===== config.mk =====
export PLATFORM = sky130hd
export DESIGN_NAME = ds1_tpgen
export DESIGN_NICKNAME = d
export VERILOG_FILES = /design/src/rtl/ds1_tpg_pkg.sv /design/src/rtl/ds1_lfsr.sv /design/src/rtl/ds1_pat_src.sv /design/src/rtl/ds1_frame_ctr.sv /design/src/rtl/ds1_tpgen.sv
export SDC_FILE = /design/constraint.sdc
export NUM_CORES = 1
export LEC_CHECK = 0
export BUFFER_PORTS_ARGS = -buffer_cell sky130_fd_sc_hd__buf_2
export CAP_MARGIN = 25
export CORE_UTILIZATION = 38
export CTS_CLUSTER_SIZE = 24
export DETAILED_ROUTE_END_ITERATION = 6
export PLACE_DENSITY = 0.53
export SLEW_MARGIN = 25
export SYNTH_ARGS = -nofsm -noshare
export SYNTH_HDL_FRONTEND = slang
export SYNTH_SLANG_ARGS = --single-unit

===== constraint.sdc =====
create_clock -name clk -period 4.7 [get_ports clk]
set_clock_uncertainty 0.1 [all_clocks]
set_input_delay 0.94 -clock clk [delete_from_list [all_inputs] [get_ports clk]]
set_output_delay 0.94 -clock clk [all_outputs]
set_load 0.02 [all_outputs]

===== src/rtl/ds1_tpg_pkg.sv =====
package ds1_tpg_pkg;

  typedef enum logic [2:0] {
    PAT_PRBS15 = 3'd0,
    PAT_PRBS20 = 3'd1,
    PAT_QRSS   = 3'd2,
    PAT_PRBS23 = 3'd3,
    PAT_ALT    = 3'd4,
    PAT_ONES   = 3'd5,
    PAT_ZEROS  = 3'd6,
    PAT_USER   = 3'd7
  } pat_sel_e;

  localparam int FRAME_BITS = 193;
  localparam int SF_FRAMES  = 12;
  localparam int ESF_FRAMES = 24;
  localparam int POS_W      = $clog2(FRAME_BITS);
  localparam int FR_W       = $clog2(ESF_FRAMES);

  // framing bit of a 12-frame superframe, frame index 0..11
  function automatic logic sf_fbit(input logic [FR_W-1:0] f);
    logic [11:0] seq;
    seq = 12'b1000_1101_1100;
    if (f < FR_W'(SF_FRAMES)) return seq[4'd11 - f[3:0]];
    return 1'b1;
  endfunction

  // framing bit of a 24-frame superframe, frame index 0..23
  function automatic logic esf_fbit(input logic [FR_W-1:0] f);
    logic [FR_W-1:0] n;
    n = f + FR_W'(1);
    case (n)
      FR_W'(4), FR_W'(8), FR_W'(16): return 1'b0;
      FR_W'(12), FR_W'(20), FR_W'(24): return 1'b1;
      default: return 1'b1;
    endcase
  endfunction

  // quasi-random bit: current output plus the next 14 all zero forces a one
  function automatic logic qrss_bit(input logic [19:0] s);
    return s[19] | (s[19:5] == 15'd0);
  endfunction

endpackage


===== src/rtl/ds1_lfsr.sv =====
module ds1_lfsr #(
  parameter int N = 15,
  parameter int T = 14
) (
  input  logic         clk,
  input  logic         rst_n,
  input  logic         step,
  output logic [N-1:0] state
);
  logic fb;
  assign fb = state[N-1] ^ state[T-1];

  always_ff @(posedge clk or negedge rst_n) begin
    if (!rst_n)                state <= '1;
    else if (state == '0)      state <= '1;
    else if (step)             state <= {state[N-2:0], fb};
  end
endmodule


===== src/rtl/ds1_pat_src.sv =====
module ds1_pat_src
  import ds1_tpg_pkg::*;
#(
  parameter int USER_W = 32
) (
  input  logic              clk,
  input  logic              rst_n,
  input  logic              step,
  input  logic [2:0]        sel,
  input  logic [USER_W-1:0] user_word,
  output logic              pat_bit
);
  localparam int UIDX_W = $clog2(USER_W);

  logic [14:0]       s15;
  logic [19:0]       s20;
  logic [22:0]       s23;
  logic              alt_q;
  logic [UIDX_W-1:0] uidx;
  logic [USER_W-1:0] ushift;

  ds1_lfsr #(.N(15), .T(14)) u_p15 (.clk(clk), .rst_n(rst_n), .step(step), .state(s15));
  ds1_lfsr #(.N(20), .T(3))  u_p20 (.clk(clk), .rst_n(rst_n), .step(step), .state(s20));
  ds1_lfsr #(.N(23), .T(18)) u_p23 (.clk(clk), .rst_n(rst_n), .step(step), .state(s23));

  always_ff @(posedge clk or negedge rst_n) begin
    if (!rst_n) begin
      alt_q <= 1'b1;
      uidx  <= '0;
    end else if (step) begin
      alt_q <= ~alt_q;
      uidx  <= (uidx == UIDX_W'(USER_W-1)) ? '0 : uidx + UIDX_W'(1);
    end
  end

  assign ushift = user_word << uidx;

  always_comb begin
    case (pat_sel_e'(sel))
      PAT_PRBS15: pat_bit = s15[14];
      PAT_PRBS20: pat_bit = s20[19];
      PAT_QRSS:   pat_bit = qrss_bit(s20);
      PAT_PRBS23: pat_bit = s23[22];
      PAT_ALT:    pat_bit = alt_q;
      PAT_ONES:   pat_bit = 1'b1;
      PAT_ZEROS:  pat_bit = 1'b0;
      default:    pat_bit = ushift[USER_W-1];
    endcase
  end
endmodule


===== src/rtl/ds1_frame_ctr.sv =====
module ds1_frame_ctr
  import ds1_tpg_pkg::*;
(
  input  logic             clk,
  input  logic             rst_n,
  input  logic             adv,
  input  logic             esf,
  output logic [POS_W-1:0] bit_pos,
  output logic [FR_W-1:0]  frame_idx,
  output logic             is_fbit
);
  logic [FR_W-1:0] last_fr;
  assign last_fr = esf ? FR_W'(ESF_FRAMES-1) : FR_W'(SF_FRAMES-1);
  assign is_fbit = (bit_pos == '0);

  always_ff @(posedge clk or negedge rst_n) begin
    if (!rst_n) begin
      bit_pos   <= '0;
      frame_idx <= '0;
    end else if (adv) begin
      if (bit_pos == POS_W'(FRAME_BITS-1)) begin
        bit_pos   <= '0;
        frame_idx <= (frame_idx >= last_fr) ? '0 : frame_idx + FR_W'(1);
      end else begin
        bit_pos <= bit_pos + POS_W'(1);
      end
    end
  end
endmodule


===== src/rtl/ds1_tpgen.sv =====
module ds1_tpgen
  import ds1_tpg_pkg::*;
#(
  parameter int USER_W = 32
) (
  input  logic              clk,
  input  logic              rst_n,
  input  logic              bit_en,
  input  logic [2:0]        cfg_pat_sel,
  input  logic              cfg_tx_inv,
  input  logic              cfg_launch_rise,
  input  logic              cfg_framed,
  input  logic              cfg_esf,
  input  logic              cfg_fbit_inv,
  input  logic [USER_W-1:0] cfg_user_word,
  output logic              tx_data,
  output logic              tx_frame_start,
  output logic              tx_sf_start
);
  // named internal events, also watched by the bound checker
  logic             step;
  logic             adv;
  logic             pat_bit;
  logic [POS_W-1:0] bit_pos;
  logic [FR_W-1:0]  frame_idx;
  logic             is_fbit;
  logic             fbit_now;
  logic             fbit_val;
  logic             next_bit;
  logic             data_q, fs_q, sf_q;
  logic             data_n, fs_n, sf_n;

  assign fbit_now = cfg_framed & is_fbit;
  assign step     = bit_en & ~fbit_now;
  assign adv      = bit_en & cfg_framed;

  ds1_pat_src #(.USER_W(USER_W)) u_src (
    .clk(clk), .rst_n(rst_n), .step(step), .sel(cfg_pat_sel),
    .user_word(cfg_user_word), .pat_bit(pat_bit)
  );

  ds1_frame_ctr u_frm (
    .clk(clk), .rst_n(rst_n), .adv(adv), .esf(cfg_esf),
    .bit_pos(bit_pos), .frame_idx(frame_idx), .is_fbit(is_fbit)
  );

  always_comb begin
    fbit_val = cfg_esf ? esf_fbit(frame_idx) : sf_fbit(frame_idx);
    if (cfg_fbit_inv && frame_idx == FR_W'(11)) fbit_val = ~fbit_val;
    next_bit = fbit_now ? fbit_val : pat_bit;
  end

  always_ff @(posedge clk or negedge rst_n) begin
    if (!rst_n) begin
      data_q <= 1'b0;
      fs_q   <= 1'b0;
      sf_q   <= 1'b0;
    end else if (bit_en) begin
      data_q <= next_bit ^ cfg_tx_inv;
      fs_q   <= fbit_now;
      sf_q   <= fbit_now & (frame_idx == '0);
    end else begin
      fs_q <= 1'b0;
      sf_q <= 1'b0;
    end
  end

  // falling-edge launch stage
  always_ff @(negedge clk or negedge rst_n) begin
    if (!rst_n) begin
      data_n <= 1'b0;
      fs_n   <= 1'b0;
      sf_n   <= 1'b0;
    end else begin
      data_n <= data_q;
      fs_n   <= fs_q;
      sf_n   <= sf_q;
    end
  end

  assign tx_data        = cfg_launch_rise ? data_q : data_n;
  assign tx_frame_start = cfg_launch_rise ? fs_q   : fs_n;
  assign tx_sf_start    = cfg_launch_rise ? sf_q   : sf_n;
endmodule


==> results.cfg <==
[status]
status = completed

[global_routing]
antenna_found_initial = 0
grt_start_max_net_pins = 47
grt_pass1_wl_um = 15400
global_route.overflow_total = 0
gr-usage-all-layers_pct = 16.75
grt_pass1_vias = 3254

[critical_path]
cp.required_ns = 3.66
crit_type = flop to output pin
crit_family = flip-flops
cp_max_fo = 1
max_stage_delay_ns = 0.32
crit_chain = mux2_2 > buf_2
worst-path-buf-inv = 1
slowest_stage = dfrtn_1
cp-start-kind = flop
arrival_ns = 3.42
critPathCaptureType = output pin

[layout]
antenna_cells = 0
area_delta_synth_final_pct = 13.50
utilization_pct = 44.91
fin_nets = 560
fin_area_um2 = 4954
drive_above_1_share_pct = 27.17
multi_input_area_um2 = 2056
fillCellCount = 1055
ff_latch_area_um2 = 2151

[job]
maxCapViolCount = 0

[synth]
synthArstFlopShare_pct = 100.0
yosysTopAreaCell = dfstp_2
yosys_warnings = 0
avgSynthCellArea_um2 = 9.305
synthesis.area_um2 = 4364
syn_inst = 469
yosysUniqueCellTypes = 49
synth_commonest_cells = nand2_1 (138), nand3_1 (64), dfstp_2 (59), clkbuf_1 (22), dfrtp_1 (21)
synth.most_common_cell = nand2_1
synth.ff_latch_count = 83
yosys-top-cells-area = dfstp_2 (36%), dfrtp_1 (12%), nand2_1 (12%)
synth_seq_area_share_pct = 49.28
synth_top_area_share_pct = 35.52
ys.flop_type = dfstp_2
synth-edff-count = 0
syn-num-nets = 526

[detailed_routing]
drc = 0
vias_per_cell = 5.282
first_pass_iters = 4
wire_per_inst_um = 14.27
drt-initial-drc-count = 200
drt_wl_total_um = 9244
num_vias = 3423
ant_nets = 0

[floorplanning]
die_y_um = 109.2
die_area_um2 = 11920
initial_utilization_pct = 39.56
dieWidth_um = 109.2
coreArea_um2 = 11030
pin_count = 46
rows = 38

[sta]
finalSetupTns_ns = 0
worst_slew_pin_slew_ns = 0.9531
grt_setup_unrepaired = no
holdWs_ns = 0.3865
drv_slew = 0
relSlewSlack_pct = 36.31
setup_viol = 0
hold_viol_final = 0

[power_and_ir_drop]
p_per_area_nw_per_um2 = 549.4
peakVddDrop_mv = 0.2197
leakage_nw = 2.229

[clock_network]
insertion_delay_ns = 0.33
cts_buffers = 9
cts.sinks = 83
clk_path_buf_depth = 2
cts_tree = yes
ctsHoldBuffers = 0
clk_pin_slew_ns = 0.06
ctsResizeCount = 0
post_cts_buffers = 0
h-tree-depth = 3
root_buffer = clkbuf_16

[placed_design]
io_buffers = 45
dp_hpwl_um = 6198
postPlaceCellArea_um2 = 4692
gp_congestion = 0.7458

[hold_path]
min_path_type = flop to flop
[tightest hold or removal path, cell delays in order, from the launching register on]
cell	delay, ns
dfstp_2	0.37
nand2_1	0.05
nand3_1	0.06
[layout by cell type (no fill, tap or decap), types with 5 or more instances in the layout]
master and instances:
o21ai_1 6, clkbuf_16 9, nor3_1 5, buf_2 44
nand3_1 64, nor4_1 12, o21ai_0 6, ha_1 14
nand4_1 6, nand2_1 137, mux4_2 6, buf_4 5
dfstp_2 59, xnor2_1 13, mux2_2 5, dfrtp_1 21
nor2_1 13, mux2i_1 7, inv_1 14
[power by group]
group	total [mW]	switching (mW)	internal [mW]	leakage, nW
logic	0.704	0.347	0.357	1.19
clock network	0.629	0.273	0.355	0.130
registers	1.39	0.273	1.12	0.910
total	2.72	0.893	1.83	2.23
[cell type report]
type                       count  area share [%]
clock inverter                 5          0.5810
tap                          140           3.536
inverter                      14           1.061
sequential                    83           43.42
timing repair buffer          49           5.203
multi-input combinational    346           41.50
clock buffer                  11           4.698
[worst paths after layout]
path | to | cells past startpoint | from | slack [ns]
max in group asynchronous | fs_n$_DFF_NN0_ | 1 | rst_n | 1.81
hold / removal | u_src.u_p20.state[4]$_DFFE_PN1P_ | 2 | u_src.u_p20.state[3]$_DFFE_PN1P_ | 0.39
min in group asynchronous | u_frm.frame_idx[3]$_DFFE_PN0P_ | 2 | rst_n | 0.62
setup / recovery | tx_frame_start | 2 | fs_n$_DFF_NN0_ | 0.24
setup reg to reg | data_n$_DFF_NN0_ | 0 | data_q$_DFFE_PN0P_ | 1.68
hold reg to reg | u_src.u_p20.state[4]$_DFFE_PN1P_ | 2 | u_src.u_p20.state[3]$_DFFE_PN1P_ | 0.39
[through the flow]
step                      std cells  power [mW]  setup slack (ns)
after floorplan                 469       1.919            0.7011
after global placement          632       2.090            0.6042
after detailed placement        632       2.116            0.5944
after CTS                       648       2.764            0.2258
after global routing            648       2.922            0.1977
final                           648       2.721            0.2427
[per-layer routing]
layer	wire (um)	up-vias	part of all wire (%)	global-route usage (%)
met5	0	-	0	0
met4	204	0	2.2	8.398
met3	389	14	4.2	2.570
met2	4159	66	45	26.59
met1	4491	1650	49	22.17
li1	-	1693	-	-
[sequential cells by signal, indices dropped and copies added (netlist names)]
| name | flops |
|---|---|
| u_src.u_p20.state | 20 |
| u_frm.bit_pos | 8 |
| sf_n | 1 |
| u_src.u_p23.state | 23 |
| u_src.alt_q | 1 |
| u_src.u_p15.state | 15 |
| u_src.uidx | 5 |
| data_n | 1 |
| sf_q | 1 |
| fs_q | 1 |
| data_q | 1 |
| u_frm.frame_idx | 5 |
| fs_n | 1 |
[cell families after synthesis]
family          Yosys count  synth area share [%]
flops                    83                 49.28
simple gates            254                 26.09
fa+ha+maj                14                 4.014
mux                      19                 6.250
compound gates           43                 7.311
xor+xnor                 16                 3.211
buf+inv                  40                 3.842
No activity file was read; power rests on OpenSTA's default activity.
